File: src/rtl/bfu_pkg.sv
// Shared encodings for the bit-field unit: operation codes and the
// selector values decoded inside the byte-shuffle group.
package bfu_pkg;

    typedef enum logic [2:0] {
        OP_LZERO   = 3'd0,
        OP_LONE    = 3'd1,
        OP_EXTRACT = 3'd2,
        OP_INSERT  = 3'd3,
        OP_SHUFFLE = 3'd4
    } bfu_op_e;

    localparam int SEL_W = 5;
    localparam logic [SEL_W-1:0] SHUF_SWAP   = 5'h02;
    localparam logic [SEL_W-1:0] SHUF_SEXT_B = 5'h10;
    localparam logic [SEL_W-1:0] SHUF_SEXT_H = 5'h18;

endpackage

File: src/rtl/bfu_lead_count.sv
// Leading-run counter. Counts matching bits from the top bit down and
// stops at the first mismatch. MATCH_ONE selects whether ones or zeros
// are counted. Assumes WIDTH >= 2; a word made only of matching bits
// yields WIDTH.
module bfu_lead_count #(
    parameter int WIDTH     = 32,
    parameter bit MATCH_ONE = 1'b0,
    localparam int CW       = $clog2(WIDTH + 1)
) (
    input  logic [WIDTH-1:0] word,
    output logic [CW-1:0]    count
);

    logic [WIDTH-1:0] stop_bits;

    // Variant select: mark the bits that end the run.
    generate
        if (MATCH_ONE) begin : g_ones
            assign stop_bits = ~word;
        end else begin : g_zeros
            assign stop_bits = word;
        end
    endgenerate

    // Priority scan: the highest stop bit sets the count last.
    always_comb begin
        count = CW'(WIDTH);
        for (int i = 0; i < WIDTH; i++) begin
            if (stop_bits[i]) count = CW'(WIDTH - 1 - i);
        end
    end

endmodule

File: src/rtl/bfu_field_unit.sv
// Variable bit-field extract and insert. Extract reads size-minus-one
// from fld_hi. Insert reads the top bit from fld_hi. Out-of-range bounds
// give a defined result and raise the matching bad flag. Assumes WIDTH
// is a power of two.
module bfu_field_unit #(
    parameter int WIDTH = 32,
    localparam int FW   = $clog2(WIDTH)
) (
    input  logic [WIDTH-1:0] src_a,
    input  logic [WIDTH-1:0] src_b,
    input  logic [FW-1:0]    fld_hi,
    input  logic [FW-1:0]    fld_lo,
    output logic [WIDTH-1:0] ext_res,
    output logic             ext_bad,
    output logic [WIDTH-1:0] ins_res,
    output logic             ins_bad
);

    localparam logic [FW-1:0] TOP_IDX = FW'(WIDTH - 1);

    logic [FW:0]      ext_top;
    logic [WIDTH-1:0] ext_mask;
    logic [FW-1:0]    ins_span;
    logic [WIDTH-1:0] ins_low_mask;
    logic [WIDTH-1:0] ins_field_mask;

    // Extract: shift the field down and keep fld_hi+1 bits.
    always_comb begin
        ext_top  = {1'b0, fld_hi} + {1'b0, fld_lo};
        ext_bad  = ext_top > {1'b0, TOP_IDX};
        ext_mask = {WIDTH{1'b1}} >> (TOP_IDX - fld_hi);
        ext_res  = (src_a >> fld_lo) & ext_mask;
    end

    // Insert: replace bits fld_lo..fld_hi of src_b, or pass src_b on bad bounds.
    always_comb begin
        ins_bad        = fld_hi < fld_lo;
        ins_span       = fld_hi - fld_lo;
        ins_low_mask   = {WIDTH{1'b1}} >> (TOP_IDX - ins_span);
        ins_field_mask = ins_low_mask << fld_lo;
        if (ins_bad) begin
            ins_res = src_b;
        end else begin
            ins_res = (src_b & ~ins_field_mask) | ((src_a & ins_low_mask) << fld_lo);
        end
    end

endmodule

File: src/rtl/bfu_byte_shuffle.sv
// Byte-shuffle group: swap bytes inside each halfword, or sign-extend
// the low byte or low halfword. Any other selector gives zero and sets
// bad. Assumes WIDTH is a multiple of 16.
module bfu_byte_shuffle #(
    parameter int WIDTH = 32,
    localparam int NHW  = WIDTH / 16
) (
    input  logic [WIDTH-1:0]          word,
    input  logic [bfu_pkg::SEL_W-1:0] sel,
    output logic [WIDTH-1:0]          res,
    output logic                      bad
);
    import bfu_pkg::*;

    logic [WIDTH-1:0] swapped;

    // One byte swap per halfword lane.
    generate
        for (genvar h = 0; h < NHW; h++) begin : g_lane
            assign swapped[16*h +: 8]     = word[16*h + 8 +: 8];
            assign swapped[16*h + 8 +: 8] = word[16*h +: 8];
        end
    endgenerate

    // Selector decode for the shuffle group.
    always_comb begin
        bad = 1'b0;
        case (sel)
            SHUF_SWAP:   res = swapped;
            SHUF_SEXT_B: res = {{(WIDTH-8){word[7]}}, word[7:0]};
            SHUF_SEXT_H: res = {{(WIDTH-16){word[15]}}, word[15:0]};
            default: begin
                res = '0;
                bad = 1'b1;
            end
        endcase
    end

endmodule

File: src/rtl/bitfield_unit.sv
// Bit-field and byte manipulation execution unit. The combinational
// operation units feed one output register. Reset is synchronous and
// active low. Reserved op codes give zero with the error flag set.
module bitfield_unit #(
    parameter int WIDTH = 32,
    localparam int FW   = $clog2(WIDTH),
    localparam int CW   = $clog2(WIDTH + 1)
) (
    input  logic                      clk,
    input  logic                      rst_n,
    input  logic [2:0]                op_sel,
    input  logic [WIDTH-1:0]          src_a,
    input  logic [WIDTH-1:0]          src_b,
    input  logic [bfu_pkg::SEL_W-1:0] shamt,
    input  logic [FW-1:0]             fld_hi,
    input  logic [FW-1:0]             fld_lo,
    output logic [WIDTH-1:0]          result,
    output logic                      field_err
);
    import bfu_pkg::*;

    logic [CW-1:0]    lz_cnt, lo_cnt;
    logic [WIDTH-1:0] ext_res, ins_res, shuf_res;
    logic             ext_bad, ins_bad, shuf_bad;
    logic [WIDTH-1:0] next_res;
    logic             next_err;
    bfu_op_e          op;

    bfu_lead_count #(.WIDTH(WIDTH), .MATCH_ONE(1'b0)) u_lzero (
        .word(src_a), .count(lz_cnt));

    bfu_lead_count #(.WIDTH(WIDTH), .MATCH_ONE(1'b1)) u_lone (
        .word(src_a), .count(lo_cnt));

    bfu_field_unit #(.WIDTH(WIDTH)) u_field (
        .src_a(src_a), .src_b(src_b), .fld_hi(fld_hi), .fld_lo(fld_lo),
        .ext_res(ext_res), .ext_bad(ext_bad),
        .ins_res(ins_res), .ins_bad(ins_bad));

    bfu_byte_shuffle #(.WIDTH(WIDTH)) u_shuf (
        .word(src_b), .sel(shamt), .res(shuf_res), .bad(shuf_bad));

    // Result mux: pick the unit named by the op code.
    always_comb begin
        op       = bfu_op_e'(op_sel);
        next_res = '0;
        next_err = 1'b0;
        case (op)
            OP_LZERO:   next_res = WIDTH'(lz_cnt);
            OP_LONE:    next_res = WIDTH'(lo_cnt);
            OP_EXTRACT: begin next_res = ext_res;  next_err = ext_bad;  end
            OP_INSERT:  begin next_res = ins_res;  next_err = ins_bad;  end
            OP_SHUFFLE: begin next_res = shuf_res; next_err = shuf_bad; end
            default:    next_err = 1'b1;
        endcase
    end

    // Output register with synchronous reset.
    always_ff @(posedge clk) begin
        if (!rst_n) begin
            result    <= '0;
            field_err <= 1'b0;
        end else begin
            result    <= next_res;
            field_err <= next_err;
        end
    end

endmodule

File: config.mk
export PLATFORM = sky130hd
export DESIGN_NAME = bitfield_unit
export DESIGN_NICKNAME = d
export VERILOG_FILES = /design/src/rtl/bfu_pkg.sv /design/src/rtl/bfu_lead_count.sv /design/src/rtl/bfu_field_unit.sv /design/src/rtl/bfu_byte_shuffle.sv /design/src/rtl/bitfield_unit.sv
export SDC_FILE = /design/constraint.sdc
export NUM_CORES = 1
export LEC_CHECK = 0
export BUFFER_PORTS_ARGS = -buffer_cell sky130_fd_sc_hd__buf_4
export CORE_MARGIN = 4
export CORE_UTILIZATION = 53
export CTS_BUF_LIST = sky130_fd_sc_hd__clkbuf_2
export DETAILED_ROUTE_END_ITERATION = 12
export MAX_ROUTING_LAYER = met4
export PLACE_DENSITY = 0.75
export SETUP_SLACK_MARGIN = 0.02
export SLEW_MARGIN = 40
export SYNTH_ARGS = -nofsm -noshare
export SYNTH_HDL_FRONTEND = slang
export SYNTH_HIERARCHICAL = 1
export SYNTH_SLANG_ARGS = --single-unit
File: constraint.sdc
create_clock -name clk -period 5.8 [get_ports clk]
set_input_delay 1.74 -clock clk [delete_from_list [all_inputs] [get_ports clk]]
set_output_delay 1.74 -clock clk [all_outputs]
set_load 0.01 [all_outputs]
==> results.tsv <==
metric	value	unit
status	finished, final reports clean	
post-layout min period	5.28	ns
Reg power frac	14.8	%
Final HPWL DP	36500	um
gp weighted congestion	1.10	
Area after DPL	10400	um2
Slew Limit Headroom	42.6	%
Synth Cell Area	9210	um2
vias in the first global route	11968	
Post-CTS Hold Fix Bufs	0	
post_cts resized	0	
number of detailed-route iterations in the first pass	8	
Post-Synth Adder-Cell Area	1.90	%
H-tree levels	2	
hold endpoint	field_err	
post-synthesis mux area share	7.64	%
sequential-to-total area share from yosys stat	7.17	%
final hold vios	0	
nature of the critical path endpoint	register	
crit path kind	in -> reg	
count of cell types in the netlist	96	
Synth Register Bits	33	
Post-CTS Setup Bufs	0	
root buffer cell	clkbuf_2	
Comb pwr share	71.1	%
GRT Total Usage	47.8	%
grt total ovfl	0	
main combinational cell family by area after synthesis	compound AO/OA/AOI/OAI gates	
syn_area_per_cell	6.60	um2
vias post-DR	13127	
fillcell total	1652	
area delta synth->final	13.6	%
RSZ-0062 raised after global routing	false	
Yosys top cell by area	dfxtp_1	
Max Cap Viol	0	
HP Class	in -> reg	
first-pass GRT wire length	71800	um
syn_nets	1494	
synth warn	6	
Critical Path RT	6.14	ns
Via-to-Cell Ratio	7.76	
final wirelength	48500	um
Worst EP arrival	5.62	ns
layout cells sized above 1	17.8	%
Compound-Gate Fraction of Synth Area	45.8	%
CTS tree	yes	
Worst Hold Launch	rst_n	
Slew @ Worst Pin	0.861	ns
io pins	117	
crit start category	input port	
Post-Syn Instances	1396	
Most used DFF post-synth	dfxtp_1	
# DRC	0	
starting density of the core	54.7	%
Max Clock Freq	190	MHz
chip width	140	um
asr flop ratio synth	0	%
Slew Limit Fails	0	
post-synthesis xor/xnor area fraction	1.21	%
share of the synthesized area in the top cell type	7.17	%
Post-Synth Simple-Gate Area	28.7	%
largest net degree at the start of global routing	81	
final instance area	10500	um2
hold path depth	3	
TritonCTS buffer count	5	
Rows	47	
worst-case clock buffer depth	2	
EDFF count, synth	0	
Int Power	731	uW
setup TNS	0	ns
area of the die	19500	um2
P_leak	0.00395	uW
Sw Pwr	858	uW
Setup violations, final	0	
Switching Fraction	54.0	%
Core Region	16800	um2
Die Y	140	um
Final #Nets	1567	
Clk pwr share	14.0	%
initial DRC count	2842	
top cells by area, synth	dfxtp_1 (7.2%), nand2_1 (6.7%), a21oi_1 (6.5%), o21ai_0 (4.9%), nor2_1 (4.6%)	
worst-path fanout max	12	
peak supply drop	0.114	mV
routed length per instance	28.7	um
Pwr Density	152	nW/um2
ANT nets after route	0	
initial antenna violation count	3	
CTS Sinks	33	
PortBufs	116	
Reg clk slew, reported paths	0.24	ns
final critical-path share of the clock period	91.0	%
-- power by group through the flow --
stage	clock (uW)	combinational (uW)	sequential [uW]
after floorplan	0	643	242
after global placement	0	1060	240
after detailed placement	0	1060	240
after CTS	220	1060	235
after global routing	231	1170	236
final	223	1130	236
-- routing by layer --
layer	global-route usage [%]	vias up	wire length (um)
met5	-	-	0
met4	27.8	0	3860
met3	14.3	304	7570
met2	68.1	1248	19900
met1	59.6	6008	17100
li1	-	5567	-
-- layout by cell type (no fill, tap or decap), types with 15 or more instances in the layout --
| cell | netlist | routed |
|---|---|---|
| buf_4 | 10 | 184 |
| nand2_1 | 165 | 164 |
| a21oi_1 | 119 | 119 |
| nor2_1 | 114 | 112 |
| o21ai_0 | 90 | 90 |
| a21o_1 | 54 | 54 |
| nand3b_1 | 52 | 52 |
| nand3_1 | 40 | 40 |
| a211oi_1 | 34 | 34 |
| dfxtp_1 | 33 | 33 |
| nor3_1 | 33 | 33 |
| a31oi_1 | 32 | 32 |
| mux2i_1 | 32 | 32 |
| inv_1 | 25 | 25 |
| o22ai_1 | 25 | 25 |
| o211ai_1 | 25 | 25 |
| o31ai_1 | 23 | 23 |
| nor2b_1 | 20 | 20 |
| mux2_2 | 20 | 20 |
| a22oi_1 | 19 | 19 |
| nand4_1 | 19 | 19 |
| nand2b_1 | 16 | 16 |
| o2111ai_1 | 15 | 15 |
| o2bb2ai_1 | 15 | 15 |
-- per-stage QoR --
step	hold slack, ns	instances	worst slack [ns]	utilization [%]	power (uW)
finish	1.54	1691	0.524	62.2	1590
global route	1.55	1691	0.478	62.2	1640
CTS	1.53	1690	0.755	62.2	1520
detailed placement	2.02	1682	0.272	61.6	1300
global placement	2.01	1682	0.314	61.5	1300
floorplan	1.88	1396	0.823	-	885
-- state kept, by name, summed over array words and instances (netlist names) --
register and count:
result 32, field_err 1
-- worst max-delay path by stage --
| stage | start | endpoint | slack (ns) | cells past startpoint |
|---|---|---|---|---|
| final | fld_hi[1] | result[5] | 0.52 | 15 |
| after global routing | fld_hi[1] | result[5] | 0.48 | 15 |
| after CTS | fld_hi[1] | result[5] | 0.75 | 15 |
| after detailed placement | fld_hi[1] | result[5] | 0.27 | 15 |
| after global placement | fld_hi[1] | result[5] | 0.31 | 15 |
| after floorplan | fld_lo[2] | result[17] | 0.82 | 16 |
-- area by class of cell --
type / count / area, um2 / area share (%)
Antenna cell: 1 / 2.50 / 0.0239
Multi-Input combinational cell: 1212 / 7880 / 75.3
Inverter: 30 / 113 / 1.08
Timing Repair Buffer: 187 / 1440 / 13.8
Clock buffer: 5 / 25.0 / 0.239
Sequential cell: 33 / 661 / 6.32
Clock inverter: 3 / 65.1 / 0.622
Tap cell: 220 / 275 / 2.63
-- cells by family after synthesis --
| family | after synthesis |
|---|---|
| muxes | 59 |
| and+or+nand+nor | 526 |
| buffers and inverters | 151 |
| xor gates and xnor gates | 8 |
| DFF | 33 |
| AOI/OAI and AO/OA | 605 |
| adders and majority gates | 14 |
-- critical path, stage by stage --
cell     delay (ns)
buf_4          0.19
inv_1          0.08
ha_1           0.48
or3b_1         0.38
a21oi_1        0.48
o21a_1         0.28
buf_4          0.16
a21oi_1        0.12
a21oi_1        0.51
o21ai_0        0.23
nand2_1        0.14
o21ai_0        0.24
mux2_2         0.36
a22oi_1        0.15
a21oi_1        0.08
-- Yosys cell counts (all sizes together) (10+ instances only) --
cell       n
a211oi    37
nand3     40
o31ai     23
nor4      10
nor2b     20
nor2     117
o2bb2ai   15
and3      10
clkbuf    64
mux2i     32
a21oi    122
o2111ai   15
nand2    165
nand3b    52
a211o     10
ha        14
mux2      20
nand4     19
buf       57
dfxtp     33
a31oi     32
a221oi    14
inv       27
o211ai    26
o21ai     99
o22ai     26
o221ai    10
o311ai    10
nor3      34
a22o      13
and2      14
a21o      54
o21a      14
nand2b    16
a22oi     19
Power figures use the tool's default switching activity.
